--- config.mk ---
export PLATFORM = sky130hd
export DESIGN_NAME = pms_power_sequencer
export DESIGN_NICKNAME = d
export VERILOG_FILES = /design/src/rtl/pms_pkg.sv /design/src/rtl/pms_second_timer.sv /design/src/rtl/pms_doze_divider.sv /design/src/rtl/pms_wake_code_reg.sv /design/src/rtl/pms_power_sequencer.sv
export SDC_FILE = /design/constraint.sdc
export NUM_CORES = 1
export LEC_CHECK = 0
export BUFFER_PORTS_ARGS = -buffer_cell sky130_fd_sc_hd__buf_2
export CORE_ASPECT_RATIO = 1.2
export CORE_MARGIN = 4
export CORE_UTILIZATION = 45
export CTS_CLUSTER_DIAMETER = 100
export DETAILED_ROUTE_END_ITERATION = 7
export PLACE_DENSITY_LB_ADDON = 0.05
export SYNTH_ARGS = -nofsm -noshare
export SYNTH_HDL_FRONTEND = slang
export SYNTH_HIERARCHICAL = 1
export SYNTH_SLANG_ARGS = --single-unit
--- constraint.sdc ---
create_clock -name clk -period 3.6 [get_ports clk]
set_clock_uncertainty 0.1 [all_clocks]
set_input_delay 0.36 -clock clk [delete_from_list [all_inputs] [get_ports clk]]
set_output_delay 0.36 -clock clk [all_outputs]
set_load 0.03 [all_outputs]
--- src/rtl/pms_pkg.sv ---
`timescale 1ns/1ps
package pms_pkg;

  typedef enum logic [1:0] {
    PM_RUN  = 2'b00,
    PM_DOZE = 2'b01,
    PM_OFF  = 2'b10
  } pm_mode_e;

  // Threshold code: range 0 forces the lowest code, otherwise range+level-1
  // saturated at 3 (00=1.0mV, 01=2.25mV, 10=4.5mV, 11=9mV).
  function automatic logic [1:0] wake_code_f(input logic lvl, input logic [1:0] rng);
    logic [2:0] sum;
    sum = {1'b0, rng} + {2'b00, lvl};
    if (rng == 2'b00)       return 2'b00;
    else if (sum >= 3'd4)   return 2'b11;
    else                    return 2'(sum - 3'd1);
  endfunction

endpackage

--- src/rtl/pms_second_timer.sv ---
`timescale 1ns/1ps
module pms_second_timer #(
  parameter int TICKS_PER_SEC = 32768
) (
  input  logic clk,
  input  logic rst_n,
  input  logic tick_i,
  input  logic run_i,
  input  logic clear_i,
  output logic sec_o
);
  localparam int CW = (TICKS_PER_SEC > 1) ? $clog2(TICKS_PER_SEC) : 1;
  localparam logic [CW-1:0] LAST = CW'(TICKS_PER_SEC - 1);

  logic [CW-1:0] cnt_q;

  assign sec_o = tick_i & run_i & (cnt_q == LAST);

  always_ff @(posedge clk or negedge rst_n) begin
    if (!rst_n)                 cnt_q <= '0;
    else if (clear_i || !run_i) cnt_q <= '0;
    else if (tick_i)            cnt_q <= (cnt_q == LAST) ? '0 : cnt_q + 1'b1;
  end

  // The count restarts after each completed second.
  assert_sec_wrap_R10: assert property (@(posedge clk) disable iff (!rst_n)
    sec_o |=> (cnt_q == '0));

endmodule

--- src/rtl/pms_doze_divider.sv ---
`timescale 1ns/1ps
module pms_doze_divider #(
  parameter int IW = 8
) (
  input  logic          clk,
  input  logic          rst_n,
  input  logic          hold_i,
  input  logic          adv_i,
  input  logic [IW-1:0] interval_i,
  output logic          due_o
);
  localparam int EW = IW + 1;

  logic [IW-1:0] cnt_q;
  logic [EW-1:0] eff;
  logic [EW-1:0] nxt;

  assign eff   = (interval_i == '0) ? EW'(1) : {1'b0, interval_i};
  assign nxt   = {1'b0, cnt_q} + EW'(1);
  assign due_o = adv_i & (nxt >= eff);

  always_ff @(posedge clk or negedge rst_n) begin
    if (!rst_n)      cnt_q <= '0;
    else if (hold_i) cnt_q <= '0;
    else if (adv_i)  cnt_q <= due_o ? '0 : cnt_q + 1'b1;
  end

  // A due second restarts the doze count.
  assert_doze_restart_R4: assert property (@(posedge clk) disable iff (!rst_n)
    (due_o && !hold_i) |=> (cnt_q == '0));

endmodule

--- src/rtl/pms_wake_code_reg.sv ---
`timescale 1ns/1ps
module pms_wake_code_reg (
  input  logic       clk,
  input  logic       rst_n,
  input  logic       level_i,
  input  logic [1:0] range_i,
  output logic [1:0] code_o
);
  import pms_pkg::*;

  always_ff @(posedge clk or negedge rst_n) begin
    if (!rst_n) code_o <= 2'b00;
    else        code_o <= wake_code_f(level_i, range_i);
  end

endmodule

--- src/rtl/pms_power_sequencer.sv ---
`timescale 1ns/1ps
module pms_power_sequencer #(
  parameter int TICKS_PER_SEC = 32768,
  parameter int INTERVAL_W    = 8
) (
  input  logic                  clk,
  input  logic                  rst_n,
  input  logic                  tick_i,
  input  logic                  wake_cmp_i,
  input  logic                  fault_i,
  input  logic                  sleep_req_i,
  input  logic                  shutdown_req_i,
  input  logic                  pack_present_i,
  input  logic                  host_pres_n_i,
  input  logic [INTERVAL_W-1:0] sleep_interval_i,
  input  logic                  wake_level_i,
  input  logic [1:0]            sense_range_i,
  output logic [1:0]            mode_o,
  output logic                  meas_strobe_o,
  output logic [1:0]            wake_code_o,
  output logic                  host_present_o
);
  import pms_pkg::*;

  pm_mode_e mode_q, mode_n;
  logic     fire;
  logic     sec_evt;
  logic     doze_due;
  logic     pend_q;
  logic     exit_wake;
  logic     strobe_q;
  logic     host_q;
  logic     restart;
  logic     doze_adv;
  logic     in_doze;

  assign in_doze   = (mode_q == PM_DOZE);
  assign exit_wake = pend_q | wake_cmp_i | fault_i;
  assign restart   = tick_i & (mode_n != mode_q);
  assign doze_adv  = sec_evt & in_doze & ~exit_wake & ~shutdown_req_i;

  pms_second_timer #(.TICKS_PER_SEC(TICKS_PER_SEC)) u_sec (
    .clk     (clk),
    .rst_n   (rst_n),
    .tick_i  (tick_i),
    .run_i   (mode_q != PM_OFF),
    .clear_i (restart),
    .sec_o   (sec_evt)
  );

  pms_doze_divider #(.IW(INTERVAL_W)) u_doze (
    .clk        (clk),
    .rst_n      (rst_n),
    .hold_i     (~in_doze),
    .adv_i      (doze_adv),
    .interval_i (sleep_interval_i),
    .due_o      (doze_due)
  );

  pms_wake_code_reg u_code (
    .clk     (clk),
    .rst_n   (rst_n),
    .level_i (wake_level_i),
    .range_i (sense_range_i),
    .code_o  (wake_code_o)
  );

  // Next-mode and strobe decision, evaluated only on tick cycles.
  always_comb begin
    mode_n = mode_q;
    fire   = 1'b0;
    if (tick_i) begin
      unique case (mode_q)
        PM_RUN: begin
          if (shutdown_req_i)               mode_n = PM_OFF;
          else if (sleep_req_i && !fault_i) mode_n = PM_DOZE;
          else if (sec_evt)                 fire   = 1'b1;
        end
        PM_DOZE: begin
          if (exit_wake) begin
            mode_n = PM_RUN;
            fire   = 1'b1;
          end else if (shutdown_req_i) begin
            mode_n = PM_OFF;
          end else if (doze_due) begin
            fire   = 1'b1;
          end
        end
        PM_OFF: begin
          if (pack_present_i) begin
            mode_n = PM_RUN;
            fire   = 1'b1;
          end
        end
        default: mode_n = PM_RUN;
      endcase
    end
  end

  always_ff @(posedge clk or negedge rst_n) begin
    if (!rst_n) begin
      mode_q   <= PM_RUN;
      strobe_q <= 1'b0;
      host_q   <= 1'b0;
    end else begin
      mode_q   <= mode_n;
      strobe_q <= fire;
      if (fire) host_q <= ~host_pres_n_i;
    end
  end

  // Wake/fault seen during doze is held until the mode leaves doze.
  always_ff @(posedge clk or negedge rst_n) begin
    if (!rst_n)                    pend_q <= 1'b0;
    else if (!in_doze)             pend_q <= 1'b0;
    else if (wake_cmp_i | fault_i) pend_q <= 1'b1;
  end

  assign mode_o         = mode_q;
  assign meas_strobe_o  = strobe_q;
  assign host_present_o = host_q;

  assert_strobe_after_tick_R11: assert property (@(posedge clk) disable iff (!rst_n)
    meas_strobe_o |-> $past(tick_i));

  assert_mode_after_tick_R11: assert property (@(posedge clk) disable iff (!rst_n)
    !$stable(mode_q) |-> $past(tick_i));

  assert_off_exit_needs_pack_R7: assert property (@(posedge clk) disable iff (!rst_n)
    ($past(mode_q) == PM_OFF && mode_q != PM_OFF) |-> $past(pack_present_i));

  assert_doze_return_strobes_R5: assert property (@(posedge clk) disable iff (!rst_n)
    ($past(mode_q) == PM_DOZE && mode_q == PM_RUN) |-> meas_strobe_o);

  assert_off_is_quiet_R6: assert property (@(posedge clk) disable iff (!rst_n)
    (mode_q == PM_OFF) |-> !meas_strobe_o);

  assert_single_pulse_R2: assert property (@(posedge clk) disable iff (!rst_n)
    meas_strobe_o |=> !meas_strobe_o);

endmodule

* After elaboration in Yosys (flattened, before gate mapping)
Index checks and enable logic that the tools add are counted.
** Cells by class
- Reduce and logical (&&, ||, !) cells :: 8
- Add/subtract/negate cells :: 5
- $lt $le $gt $ge :: 2
- Eq/ne operators :: 7
- Muxes and demuxes :: 27
- Bitwise gates (word level) :: 13
** Operators by type and width (number)
- $mux 15 :: 3
- $mux 8 :: 4
- $mux 2 :: 8
- $add 15x1->15 const B :: 1
- $eq 15x15->1 const B :: 1
- $mux 1 :: 10
- $add 8x1->9 const B :: 1
- $ge 9x9->1 :: 1
- $add 8x1->8 const B :: 1
- $logic_not 8->1 :: 1
- $and 1x1->1 :: 7
- $pmux 2 s3 :: 1
- $logic_not 2->1 :: 2
- $ne 2x1->1 const B :: 2
- $add 2x1->3 :: 1
- $ge 3x3->1 const B :: 1
- $not 1->1 :: 3
- $or 1x1->1 :: 3
- $pmux 1 s3 :: 1
- $eq 2x1->1 const B :: 1
- $eq 2x2->1 const B :: 1
- $logic_not 1->1 :: 2
- $ne 2x2->1 :: 1
- $ne 2x2->1 const B :: 1
- 4 further kinds :: 4
** Word-level totals
- Flip-flop bits (word level) :: 30
- Word-level logic and storage cells :: 69

* Depth between registers and ports, before layout
- Depth in word-level cells :: 12
- Depth in mapped cells :: 13

* By module
Netlist, hierarchy kept.
** By module, submodules not included
- pms_second_timer :: cells each 92, area each 858.3 µm², instances 1, sequential area each 375.4 µm²
- pms_doze_divider :: cells each 85, area each 763.2 µm², instances 1, sequential area each 200.2 µm²
- pms_power_sequencer :: cells each 36, area each 325.3 µm², instances 1, sequential area each 125.1 µm²
- pms_wake_code_reg :: cells each 9, area each 101.3 µm², instances 1, sequential area each 50.0 µm²

* Worst setup path after synthesis
OpenSTA, ideal clock, no wires.
- Path type :: register -> register
- Start :: register u_doze.cnt_q[2]
- End :: register host_q, in the netlist host_present_o
- Required time :: 3377 ps
- Stages on the path, launching flop included :: 14
- Data arrival time :: 2964 ps
- Period minus slack after synthesis :: 3186 ps
- Setup slack :: 414 ps
- Path through :: dfrtp_1 -> nand3_2 -> nor2_4 -> and3_1 -> xnor2_1 -> inv_1 -> ha_1 -> and3_4 -> a221oi_2 -> o211ai_2 -> and2_1 -> a32o_1 -> o311a_4 -> mux2i_1
** Between the ends
- Cells in the longest elaborated chain, start to end :: 8
** Ends and longest elaborated chain
- start, declared :: RTL line pms_doze_divider.sv:14 : logic [IW-1:0] cnt_q;
- start signal, assigned :: RTL line pms_doze_divider.sv:25 : else if (adv_i) cnt_q <= due_o ? '0 : cnt_q + 1'b1;
- $add 8x1->9 :: RTL line pms_doze_divider.sv:19 : assign nxt = {1'b0, cnt_q} + EW'(1);
- $ge 9x9->1 :: RTL line pms_doze_divider.sv:20 : assign due_o = adv_i & (nxt >= eff);
- $and 1x1->1 :: RTL line pms_doze_divider.sv:20
- via doze_due :: RTL line pms_power_sequencer.sv:28 : logic doze_due;
- $mux 1 :: RTL line pms_power_sequencer.sv:85 : end else if (doze_due) begin
- $mux 1 :: RTL line pms_power_sequencer.sv:83 : end else if (shutdown_req_i) begin
- $mux 1 :: RTL line pms_power_sequencer.sv:80 : if (exit_wake) begin
- $pmux 1 s3 :: RTL line pms_power_sequencer.sv:73 : unique case (mode_q)
- $mux 1 :: RTL line pms_power_sequencer.sv:72 : if (tick_i) begin
- via fire :: RTL line pms_power_sequencer.sv:26 : logic fire;
- end signal, assigned :: RTL line pms_power_sequencer.sv:108 : if (fire) host_q <= ~host_pres_n_i;
- end, declared :: RTL line pms_power_sequencer.sv:32 : logic host_q;
The timed path passes the listed nets, and every way through them passes these cells.
A chain may end at the register's enable or synchronous reset.

* Final worst setup path
Same ends and word-level chain as after synthesis.

==> results.toml <==
[run_status]
status = "finished, final reports clean"

[place]
gp_congestion = 0.826
port_buffers = 25
post-dp-hpwl_um = 3140
place_ws_ps = 395

[clock_tree]
cts_buffers = 5
cts.sinks = 30
root_buffer = "clkbuf_8"
post_cts_buffers = 0
hold_buffers = 0
cts.path.max_buffers = 2
cts-resized-gates = 0
tritoncts = "built"
clk_pin_slew_worst_paths_ps = 60
cts_htree_levels = 2
clk_latency_ps = 270

[critical_path]
r2r.worst_path.cells = 13
cp_max_fo = 6
rrSetupSlack_ps = 390
r2r_end = "host_present_o$_DFFE_PN0P_"
slowest_delay_ps = 450
cp_top_family = "compound AO/OA/AOI/OAI gates"
slowest_stage = "dfrtp_1"
crit_required_ps = 3660
critical_path.cell_chain = "nand3_2 -> nor2_4 -> and3_1 -> xnor2_1 -> inv_1 -> ha_1 -> and3_4 -> a221oi_2 -> o211ai_2 -> and2_1 -> a32o_1 -> o311a_4 -> mux2i_1"
crit_type = "reg2reg"
critPathArrivalTime_ps = 3270
path_buf_inv = 1
cp-start-kind = "flip-flop"
r2r_start = "u_doze/cnt_q[2]$_DFFE_PN0P_"
cp.depth = 13
critPathCaptureType = "flip-flop"

[routing]
drtIter0Drc = 62
routed_wl_um = 4160
dr.pass1.iters = 4
via_per_inst = 5.34
routedWlPerCell_um = 13.4
post-route-drc-count = 0
vias = 1662
ant_nets = 0

[power_and_ir_drop]
design_power_total_w = 0.000858
power_frac_comb = 0.198
seqPwrFrac = 0.436
p_leak_nw = 1.07
power_density_nw_per_um2 = 364
power_switching_w = 0.000249
p_int_w = 0.000610
swShare = 0.290
peakVddDrop_v = 0.000281
pwr-share-clk = 0.366

[synth]
synthAdderAreaFrac = 0.0733
ys.warnings.count = 6
synth_fp_nets = 254
synthTopCellsByCount = "30 x dfrtp_1, 19 x inv_1, 19 x nor2_1, 14 x nand2_1, 12 x ha_1"
synth_edf_count = 0
synthFlopType = "dfrtp_1"
post-synth-top-count-cell = "dfrtp_1"
ys_top_cells_by_area = "dfrtp_1 37%, ha_1 7.3%, inv_1 3.5%, nor2_1 3.5%, xnor2_1 3.0%"
yosysSeqAreaShare = 0.367
ys_ff_latch = 30
synth_xor_area_frac = 0.0599
synth_top_family_by_area = "simple AND/OR/NAND/NOR gates"
synth_compound_area_frac = 0.170
synth_top_area_frac = 0.367
syn_inst = 222
synth_top_area_cell = "dfrtp_1"
synth.distinct_cells = 60
synth_area_um2 = 2050
synth.avg_cell_area_um2 = 9.23
synth.area.mux_share = 0.0208
synth_simple_gate_area_frac = 0.267
synth-async-reset-ratio = 1.00

[grt]
grt_overflow = 0
grt_pass1_vias = 1661
grt_max_degree = 31
grt.total_usage = 0.166
grt_pass1_wl_um = 7590
antenna_found_initial = 0

[floorplan]
initial_core_util = 0.473
pin_count = 26
die_x_um = 69.6
die-area_um2 = 5700
core_area_um2 = 4330
rows = 26
die_height_um = 81.9

[timing]
slew_violations = 0
hold_violations = 0
setup_tns_ps = 0
finalCritPeriodShare = 0.891
tightest_slew_ps = 674
fmax_mhz = 312
hold_ws_ps = 18.2
setup_slack_ps = 392
setup_violations = 0
fin_crit_ps = 3210
max_slew_margin = 0.551
rsz0062_at_grt = "no"

[layout]
synthToLayoutAreaGrowth_pct = 15.3
layout.nets = 286
n_antenna_cell = 0
drive_gt1_frac = 0.227
final_util = 0.546

[worst_hold_path]
hold_path_class = "in2async"

[job]
cap_viol_max_count = 0
## placed cells by master (no fill, tap or decap), types with 4 or more instances in the layout
master    netlist  final
a21oi_1         9      9
buf_2           0     25
clkbuf_8        0      8
dfrtp_1        30     30
ha_1           12     12
inv_1          19     19
nand2_1        14     14
nand2b_1        8      8
nand3_1         8      8
nand4_1         9      9
nor2_1         19     19
nor3_1          4      4
o21ai_0         9      9
or3_1           5      5
xnor2_1         7      7
xor2_1          7      7
## layout make-up
cell class | count | area, um2
fillers | 394 | 1970
multi-input cells | 170 | 1210
flip-flops and latches | 30 | 751
repair buffers | 28 | 148
clock buffers | 8 | 110
inverters | 19 | 71.3
well taps | 56 | 70.1
## power by group through the flow
stage / logic [W] / clock network [W] / registers [W]
after floorplan: 0.0000860 / 0 / 0.000407
after global placement: 0.000170 / 0 / 0.000380
after detailed placement: 0.000172 / 0 / 0.000381
after CTS: 0.000173 / 0.000328 / 0.000374
after global routing: 0.000191 / 0.000344 / 0.000378
final: 0.000170 / 0.000314 / 0.000374
## logic make-up after synthesis
group	Yosys count
AND/OR/NAND/NOR	96
AO/OA/AOI/OAI	44
flip-flops	30
adder cells (fa/ha/maj)	12
buffers and inverters	22
multiplexers	4
XOR/XNOR	14
## per-layer routing
| metal | wire length, um | up-vias | global-route usage |
|---|---|---|---|
| li1 | - | 864 | - |
| met1 | 1910 | 765 | 0.198 |
| met2 | 2030 | 28 | 0.295 |
| met3 | 174 | 5 | 0.0428 |
| met4 | 46 | 0 | 0.0488 |
| met5 | 0 | - | 0 |
## worst reg2reg max path, delay by kind of cell, from the launching register on
family	cells	cell delay (ps)
XOR/XNOR	1	150
buffers and inverters	1	70
adder cells (fa/ha/maj)	1	320
AO/OA/AOI/OAI	4	1000
AND/OR/NAND/NOR	5	880
flip-flops	1	450
multiplexers	1	110
## worst max-delay path by stage
stage / startpoint / end
final: u_doze/cnt_q[2]$_DFFE_PN0P_ / host_present_o$_DFFE_PN0P_
after global routing: u_doze/cnt_q[2]$_DFFE_PN0P_ / host_present_o$_DFFE_PN0P_
after CTS: u_doze/cnt_q[2]$_DFFE_PN0P_ / host_present_o$_DFFE_PN0P_
after detailed placement: u_doze/cnt_q[2]$_DFFE_PN0P_ / host_present_o$_DFFE_PN0P_
after global placement: u_doze/cnt_q[2]$_DFFE_PN0P_ / host_present_o$_DFFE_PN0P_
after floorplan: u_doze/cnt_q[2]$_DFFE_PN0P_ / host_present_o$_DFFE_PN0P_
## registers in the layout, summed over array words and instances (netlist names)
register and cells:
host_present_o 1, meas_strobe_o 1, mode_o 2, pend_q 1
u_code/code_o 2, u_doze/cnt_q 8, u_sec/cnt_q 15
## stage by stage
stage | area, um2 | std cells
floorplan | 2050 | 222
global placement | 2250 | 303
detailed placement | 2250 | 303
CTS | 2360 | 311
global route | 2360 | 311
finish | 2360 | 311
Power figures use the tool's default switching activity.
